==> src/rtl/arinc_rx_pkg.sv <==
// Package: shared types and constants for the ARINC 429 word receiver.
// Assumes the word length is fixed by the line standard at 32 bits.
package arinc_rx_pkg;

    localparam int WORD_BITS  = 32;
    localparam int LABEL_BITS = 8;

    // Decoded state of the receive pair after synchronisation
    typedef enum logic [1:0] {
        LN_NULL  = 2'b00,
        LN_ONE   = 2'b01,
        LN_ZERO  = 2'b10,
        LN_CLASH = 2'b11
    } line_e;

endpackage

==> src/rtl/arinc_line_sync.sv <==
// Module: arinc_line_sync
// Brings the two asynchronous line states into the clock domain through a
// chain of SYNC_STAGES flops each, then decodes them into one line state.
// Assumes both inputs are already logic-level.
module arinc_line_sync
    import arinc_rx_pkg::*;
#(
    parameter int SYNC_STAGES = 2
) (
    input  logic  clk,
    input  logic  rst_n,
    input  logic  line_hi,
    input  logic  line_lo,
    output line_e line_st
);

    logic [SYNC_STAGES-1:0] hi_q;
    logic [SYNC_STAGES-1:0] lo_q;

    // First stage of each synchroniser chain
    always_ff @(posedge clk) begin
        if (!rst_n) begin
            hi_q[0] <= 1'b0;
            lo_q[0] <= 1'b0;
        end else begin
            hi_q[0] <= line_hi;
            lo_q[0] <= line_lo;
        end
    end

    generate
        for (genvar s = 1; s < SYNC_STAGES; s++) begin : g_stage
            // Further synchroniser stages
            always_ff @(posedge clk) begin
                if (!rst_n) begin
                    hi_q[s] <= 1'b0;
                    lo_q[s] <= 1'b0;
                end else begin
                    hi_q[s] <= hi_q[s-1];
                    lo_q[s] <= lo_q[s-1];
                end
            end
        end
    endgenerate

    // Map the synchronised pair onto a line state
    always_comb begin
        line_st = line_e'({lo_q[SYNC_STAGES-1], hi_q[SYNC_STAGES-1]});
    end

endmodule

==> src/rtl/arinc_bit_timer.sv <==
// Module: arinc_bit_timer
// Measures how long the line state has been held, in samples. It emits one
// bit strobe when an active state has lasted a quarter bit, a clash strobe
// when both lines have been active that long, and one gap strobe when null
// has lasted four bit times. Assumes speed_lo only changes while idle.
module arinc_bit_timer
    import arinc_rx_pkg::*;
#(
    parameter int HS_SPB = 10,
    parameter int LS_SPB = 80
) (
    input  logic  clk,
    input  logic  rst_n,
    input  logic  speed_lo,
    input  line_e line_st,
    output logic  bit_stb,
    output logic  bit_val,
    output logic  clash_stb,
    output logic  gap_stb
);

    localparam int CNT_MAX = 4 * LS_SPB + 1;
    localparam int CW      = $clog2(CNT_MAX + 1);
    localparam logic [CW-1:0] HS_MIN = CW'(HS_SPB / 4);
    localparam logic [CW-1:0] LS_MIN = CW'(LS_SPB / 4);
    localparam logic [CW-1:0] HS_GAP = CW'(4 * HS_SPB);
    localparam logic [CW-1:0] LS_GAP = CW'(4 * LS_SPB);
    localparam logic [CW-1:0] SAT    = CW'(CNT_MAX);

    line_e          prev_st;
    logic [CW-1:0]  run_cnt;
    logic [CW-1:0]  next_run;
    logic [CW-1:0]  min_act;
    logic [CW-1:0]  gap_len;

    // Select thresholds for the current rate and form the next run length
    always_comb begin
        min_act = speed_lo ? LS_MIN : HS_MIN;
        gap_len = speed_lo ? LS_GAP : HS_GAP;
        if (line_st != prev_st) begin
            next_run = CW'(1);
        end else if (run_cnt != SAT) begin
            next_run = run_cnt + CW'(1);
        end else begin
            next_run = run_cnt;
        end
    end

    // Track the run length and raise the timing strobes
    always_ff @(posedge clk) begin
        if (!rst_n) begin
            prev_st   <= LN_NULL;
            run_cnt   <= '0;
            bit_stb   <= 1'b0;
            bit_val   <= 1'b0;
            clash_stb <= 1'b0;
            gap_stb   <= 1'b0;
        end else begin
            prev_st   <= line_st;
            run_cnt   <= next_run;
            bit_stb   <= ((line_st == LN_ONE) || (line_st == LN_ZERO)) &&
                         (next_run == min_act);
            bit_val   <= (line_st == LN_ONE);
            clash_stb <= (line_st == LN_CLASH) && (next_run == min_act);
            gap_stb   <= (line_st == LN_NULL) && (next_run == gap_len);
        end
    end

endmodule

==> src/rtl/arinc_word_asm.sv <==
// Module: arinc_word_asm
// Shifts received bits into a word, first bit ending in position 0. At a
// gap strobe it reports a word only if exactly WORD_BITS bits arrived and
// no clash was seen, then starts over. Assumes strobes never coincide.
module arinc_word_asm
    import arinc_rx_pkg::*;
(
    input  logic                 clk,
    input  logic                 rst_n,
    input  logic                 bit_stb,
    input  logic                 bit_val,
    input  logic                 clash_stb,
    input  logic                 gap_stb,
    output logic                 word_done,
    output logic [WORD_BITS-1:0] word_data
);

    localparam int BW = $clog2(WORD_BITS + 2);
    localparam logic [BW-1:0] FULL = BW'(WORD_BITS);
    localparam logic [BW-1:0] OVER = BW'(WORD_BITS + 1);

    logic [BW-1:0] bit_cnt;
    logic          bad;

    // Collect bits, note faults, and close the word at the end gap
    always_ff @(posedge clk) begin
        if (!rst_n) begin
            word_data <= '0;
            bit_cnt   <= '0;
            bad       <= 1'b0;
            word_done <= 1'b0;
        end else begin
            word_done <= 1'b0;
            if (gap_stb) begin
                word_done <= (bit_cnt == FULL) && !bad;
                bit_cnt   <= '0;
                bad       <= 1'b0;
            end else begin
                if (bit_stb) begin
                    word_data <= {bit_val, word_data[WORD_BITS-1:1]};
                    if (bit_cnt != OVER) begin
                        bit_cnt <= bit_cnt + BW'(1);
                    end
                end
                if (clash_stb) begin
                    bad <= 1'b1;
                end
            end
        end
    end

endmodule

==> src/rtl/arinc_word_filter.sv <==
// Module: arinc_word_filter
// Checks parity, label and bits 9/10 of a finished word. It updates the
// parallel output and pulses the update line for an accepted word, or
// pulses the parity error line. Assumes configuration is stable per word.
module arinc_word_filter
    import arinc_rx_pkg::*;
(
    input  logic                  clk,
    input  logic                  rst_n,
    input  logic                  word_done,
    input  logic [WORD_BITS-1:0]  word_data,
    input  logic [LABEL_BITS-1:0] ref_label,
    input  logic [LABEL_BITS-1:0] label_mask,
    input  logic                  sd_check_en,
    input  logic                  sd9_want,
    input  logic                  sd10_want,
    output logic [WORD_BITS-1:0]  word_out,
    output logic                  word_valid,
    output logic                  parity_err
);

    logic label_ok;
    logic sd_ok;
    logic parity_ok;

    // Evaluate the three acceptance conditions
    always_comb begin
        label_ok  = ((word_data[LABEL_BITS-1:0] ^ ref_label) & label_mask) == '0;
        sd_ok     = !sd_check_en ||
                    ((word_data[8] == sd9_want) && (word_data[9] == sd10_want));
        parity_ok = ^word_data;
    end

    // Register the output word and the two result pulses
    always_ff @(posedge clk) begin
        if (!rst_n) begin
            word_out   <= '0;
            word_valid <= 1'b0;
            parity_err <= 1'b0;
        end else begin
            word_valid <= 1'b0;
            parity_err <= 1'b0;
            if (word_done) begin
                if (!parity_ok) begin
                    parity_err <= 1'b1;
                end else if (label_ok && sd_ok) begin
                    word_out   <= word_data;
                    word_valid <= 1'b1;
                end
            end
        end
    end

endmodule

==> src/rtl/arinc_rx_filter.sv <==
// Module: arinc_rx_filter (top)
// Receives ARINC 429 words from two logic-level line states, frames them,
// and shows each word that passes the parity, label and bit 9/10 checks on
// a parallel bus with an update pulse. Assumes clk is the sample clock
// (1 MHz nominal) and configuration inputs change only between words.
module arinc_rx_filter
    import arinc_rx_pkg::*;
#(
    parameter int HS_SPB      = 10,
    parameter int LS_SPB      = 80,
    parameter int SYNC_STAGES = 2
) (
    input  logic        clk,
    input  logic        rst_n,
    input  logic        line_hi,
    input  logic        line_lo,
    input  logic        speed_lo,
    input  logic [7:0]  ref_label,
    input  logic [7:0]  label_mask,
    input  logic        sd_check_en,
    input  logic        sd9_want,
    input  logic        sd10_want,
    output logic [31:0] word_out,
    output logic        word_valid,
    output logic        parity_err
);

    line_e                line_st;
    logic                 bit_stb;
    logic                 bit_val;
    logic                 clash_stb;
    logic                 gap_stb;
    logic                 word_done;
    logic [WORD_BITS-1:0] word_data;

    arinc_line_sync #(.SYNC_STAGES(SYNC_STAGES)) u_sync (
        .clk     (clk),
        .rst_n   (rst_n),
        .line_hi (line_hi),
        .line_lo (line_lo),
        .line_st (line_st)
    );

    arinc_bit_timer #(.HS_SPB(HS_SPB), .LS_SPB(LS_SPB)) u_timer (
        .clk       (clk),
        .rst_n     (rst_n),
        .speed_lo  (speed_lo),
        .line_st   (line_st),
        .bit_stb   (bit_stb),
        .bit_val   (bit_val),
        .clash_stb (clash_stb),
        .gap_stb   (gap_stb)
    );

    arinc_word_asm u_asm (
        .clk       (clk),
        .rst_n     (rst_n),
        .bit_stb   (bit_stb),
        .bit_val   (bit_val),
        .clash_stb (clash_stb),
        .gap_stb   (gap_stb),
        .word_done (word_done),
        .word_data (word_data)
    );

    arinc_word_filter u_filter (
        .clk         (clk),
        .rst_n       (rst_n),
        .word_done   (word_done),
        .word_data   (word_data),
        .ref_label   (ref_label),
        .label_mask  (label_mask),
        .sd_check_en (sd_check_en),
        .sd9_want    (sd9_want),
        .sd10_want   (sd10_want),
        .word_out    (word_out),
        .word_valid  (word_valid),
        .parity_err  (parity_err)
    );

endmodule

==> config.mk <==
export PLATFORM = sky130hd
export DESIGN_NAME = arinc_rx_filter
export DESIGN_NICKNAME = d
export VERILOG_FILES = /design/src/rtl/arinc_rx_pkg.sv /design/src/rtl/arinc_line_sync.sv /design/src/rtl/arinc_bit_timer.sv /design/src/rtl/arinc_word_asm.sv /design/src/rtl/arinc_word_filter.sv /design/src/rtl/arinc_rx_filter.sv
export SDC_FILE = /design/constraint.sdc
export NUM_CORES = 1
export LEC_CHECK = 0
export BUFFER_PORTS_ARGS = -buffer_cell sky130_fd_sc_hd__buf_2
export CORE_MARGIN = 4
export CORE_UTILIZATION = 40
export CTS_CLUSTER_DIAMETER = 120
export DETAILED_ROUTE_END_ITERATION = 16
export HOLD_SLACK_MARGIN = 0.06
export PLACE_DENSITY_LB_ADDON = 0.1
export SLEW_MARGIN = 40
export SYNTH_ARGS = -nofsm -noshare
export SYNTH_HDL_FRONTEND = slang
export SYNTH_SLANG_ARGS = --single-unit
==> constraint.sdc <==
create_clock -name clk -period 1.75 [get_ports clk]
set_input_delay 0.175 -clock clk [delete_from_list [all_inputs] [get_ports clk]]
set_output_delay 0.175 -clock clk [all_outputs]
set_load 0.05 [all_outputs]
==> results.md <==
- Final Cycle Share: 118%
- Max FO, Critical Path: 8
- Pwr dens: 703 mW/mm2
- Initial antenna violation count: 0
- Max Slew Vio Count: 0
- Avg Synthesized Cell Area: 8.68 um2
- Die Width: 109 um
- Type of the worst setup path: register to register
- CP max stage delay: ~0.34 ns
- Hold path startpoint: label_mask[4]
- Number of synthesized flops with an enable pin: 0
- FF+latch count, synth: 93
- Routed WL per cell: 13.5 um
- Final worst slack: -0.317 ns
- 1st-iter DRT viols: 86
- MaxCap Viol Count: 0
- Clock slew seen by the registers of the worst setup and hold paths: 0.08 ns
- Yosys warns: 0
- GR Util All Layers: 16.7%
- Slowest cell on crit path: dfxtp_1
- Rows: 36
- Worst relative slew slack: between 70% and 80%
- Top_reg_cell synth: dfxtp_1
- FFs w/ async S/R, synth: 0%
- Die area: roughly 0.012 mm2
- Largest net degree at the start of global routing: 35
- R2r startpoint: u_asm.word_data[1]
- Ratio of cells with drive above 1 in the final layout: 35.1%
- Final setup TNS: -9.42 ns
- H-tree depth: 3
- Final Hold Viols: 0
- Via count: 3419
- Final wirelength: 9.76 mm
- CP required: 2.03 ns
- Hold path cells: 4
- Worst Hold Endpoint: u_filter.word_valid
- Tightest Pin Transition: 0.395 ns
- Die height: 109 um
- Clk_lat worst skew: approximately 0.35 ns
- Cell mode on critical path: xnor2_2
- Net Count, Synth: roughly 500
- Sink Count: 93
- Tot Pwr: just under 4 mW
- Clock Tree Buf Depth: 2
- Post-route cell area: 0.00556 mm2
- Syn Inst Count: 466
- Setup Viol. Count Final: 35
- Violated checks: negative setup slack
- RR Endpoint: u_filter.word_out[3]
- # IOs: 58
- RSZ-0062 raised after global routing: yes
- DR pass1 iterations: 4
- First-pass GRT wire length: ~16 mm
- VDD IR max: roughly 0.34 mV
- Dpl hpwl: 6.47 mm
- Total grt overflow: 0
- CP Data Arrival Time: about 2.3 ns
- Minimum clock period: 2.07 ns
- Reg2reg setup slack: -0.32 ns
- Top cell type's share of synthesized area: 46.0%
- Area of the core: 0.00982 mm2
- P_leak: 2.21 nW
- Fill cells: 952
- Mapped Area: 0.00404 mm2
- Multi-input gate area: 0.00229 mm2
- Sequential-to-total area share from yosys stat: 46.0%
- Sequential standard cell area: 0.00190 mm2
- RePlAce Congestion: 0.814
- Num CTS Buffers: 9
- Area Growth Syn to Fin: 37.5%
- IO Port Bufs: 57
- Number of global-route vias before repair: 3354
- DR DRC count: 0
- Area after DPL: 0.00490 mm2
- Clock Skew: roughly 0.0089 ns
- Synth area leaders: dfxtp_1 46%, nand2_1 13%, mux2i_1 7.9%, xnor2_1 7.8%, a21oi_1 4.6%
- Routed vias/inst: 4.72
- Crit path cell chain: xnor2_2 > xnor2_2 > xnor2_2 > xnor2_2 > xnor2_2 > nor3_4 > buf_6 > buf_12 > buf_12 > mux2i_1
- Critical Path Sink Type: register
- HP Class: input port to register
- ANT cells: 0
- CTS tree: built
- Layout Nets: 620
- Root buf cell: clkbuf_8
- Path depth of the worst reg2reg path: 10
- Synth cell types: 34
- CP startpoint kind: register
- Antenna Nets Post-Route: 0
- Post-layout util: 56.6%
- Max Clock Freq: 484 MHz
- Largest area contributor in the netlist: dfxtp_1
- Initial core utilization: 41.2%
- Status: finished, violations left
[registers in the layout (all words and copies together) (netlist names)]
register and cells:
u_sync.line_st 2, u_sync.hi_q 1, u_filter.word_out 32, u_timer.bit_val 1, u_asm.bit_cnt 6, u_filter.parity_err 1
u_timer.prev_st 2, u_timer.clash_stb 1, u_timer.gap_stb 1, u_filter.word_valid 1, u_timer.bit_stb 1, u_timer.run_cnt 9
u_asm.word_data 32, u_sync.lo_q 1, u_asm.bad 1, u_asm.word_done 1
[kinds of logic after synthesis]
group                      count (synthesis)  share of synthesized area [%]
and+or+nand+nor                          200                           21.4
DFF                                       93                           46.0
adders and majority gates                  8                           2.48
buffers and inverters                     29                           3.53
AOI/OAI and AO/OA                         48                           6.50
muxes                                     32                           7.92
xor gates and xnor gates                  56                           12.1
[area by class of cell]
type / instances / area share [%]
well taps: 133 / 2.99
multi-input cells: 344 / 41.2
clock inverters: 4 / 1.30
flip-flops and latches: 93 / 34.1
clock buffers: 11 / 2.54
inverters: 6 / 0.405
repair buffers: 134 / 17.5
[through the flow]
stage | worst slack, ns | hold WS, ns | instances
after detailed placement | -0.273 | 0.395 | 695
after global placement | -0.228 | 0.389 | 695
after global routing | -0.442 | 0.261 | 725
after CTS | -0.285 | 0.219 | 723
after floorplan | -0.151 | 0.302 | 466
final | -0.317 | 0.253 | 725
[cells in the mapped netlist (3+ instances only)]
cell and number:
a21oi_1 37, a31oi_1 3, and2_1 7, buf_8 3
clkbuf_1 19, dfxtp_1 93, ha_1 8, inv_1 6
mux2i_1 32, nand2_1 138, nand2b_1 3, nand3_1 4
nand4_1 7, nor2_1 19, nor2b_1 3, nor3_1 6
nor4_1 3, xnor2_1 36, xor2_1 20
[critical path, delay by kind of cell, from the launching register on]
kind	cells	cell delay [ns]
multiplexers	1	0.19
AND/OR/NAND/NOR	1	0.18
buffers and inverters	3	0.39
flip-flops	1	0.34
XOR/XNOR	5	0.89
[where the power goes]
group	internal [mW]	switching (mW)
combinational	0.102	0.121
sequential	2.12	0.0108
clock	0.835	0.720
[per-layer routing]
metal / vias to the layer above / track usage, % / wire, um
met5: - / 0 / 0
met4: 0 / 6.04 / 154
met3: 13 / 2.39 / 320
met2: 60 / 29.2 / 4890
met1: 1584 / 21.0 / 4400
li1: 1762 / - / -
[timing repair]
item,4_1_cts,5_1_grt
endpoints found under the setup margin,35,39
setup buffers,8,3
hold buffers,2,0
cloned,3,0
endpoints found under the hold margin,2,0
pin swaps,17,17
resized for setup,17,35
[worst max path at each step]
| stage | from | cells past startpoint | slack, ns | endpoint |
|---|---|---|---|---|
| floorplan | u_asm.word_data[9] | 8 | -0.15 | u_filter.word_out[10] |
| global placement | u_asm.word_data[29] | 8 | -0.23 | u_filter.word_out[28] |
| detailed placement | u_asm.word_data[0] | 8 | -0.27 | u_filter.word_out[29] |
| CTS | u_asm.word_data[0] | 10 | -0.28 | u_filter.word_out[3] |
| global route | u_asm.word_data[1] | 10 | -0.44 | u_filter.word_out[19] |
| finish | u_asm.word_data[1] | 10 | -0.32 | u_filter.word_out[3] |
[cells in the final DEF (no fill, tap or decap), types with 2 or more instances in the layout]
master	instances
a21oi_1	37
a22oi_1	2
a31oi_1	3
and2_1	7
buf_12	2
buf_16	2
buf_2	57
buf_4	66
buf_6	4
bufinv_16	2
clkbuf_8	10
dfxtp_1	70
dfxtp_2	21
dfxtp_4	2
dlygate4sd3_1	2
ha_1	7
inv_1	6
mux2i_1	32
nand2_1	137
nand2b_1	3
nand3_1	3
nand4_1	7
nor2_1	17
nor2_2	2
nor2b_1	2
nor3_1	5
nor3b_2	2
nor4_2	2
o21ai_0	2
xnor2_1	14
xnor2_2	22
xor2_1	18
xor2_2	2
Power figures use the tool's default switching activity.
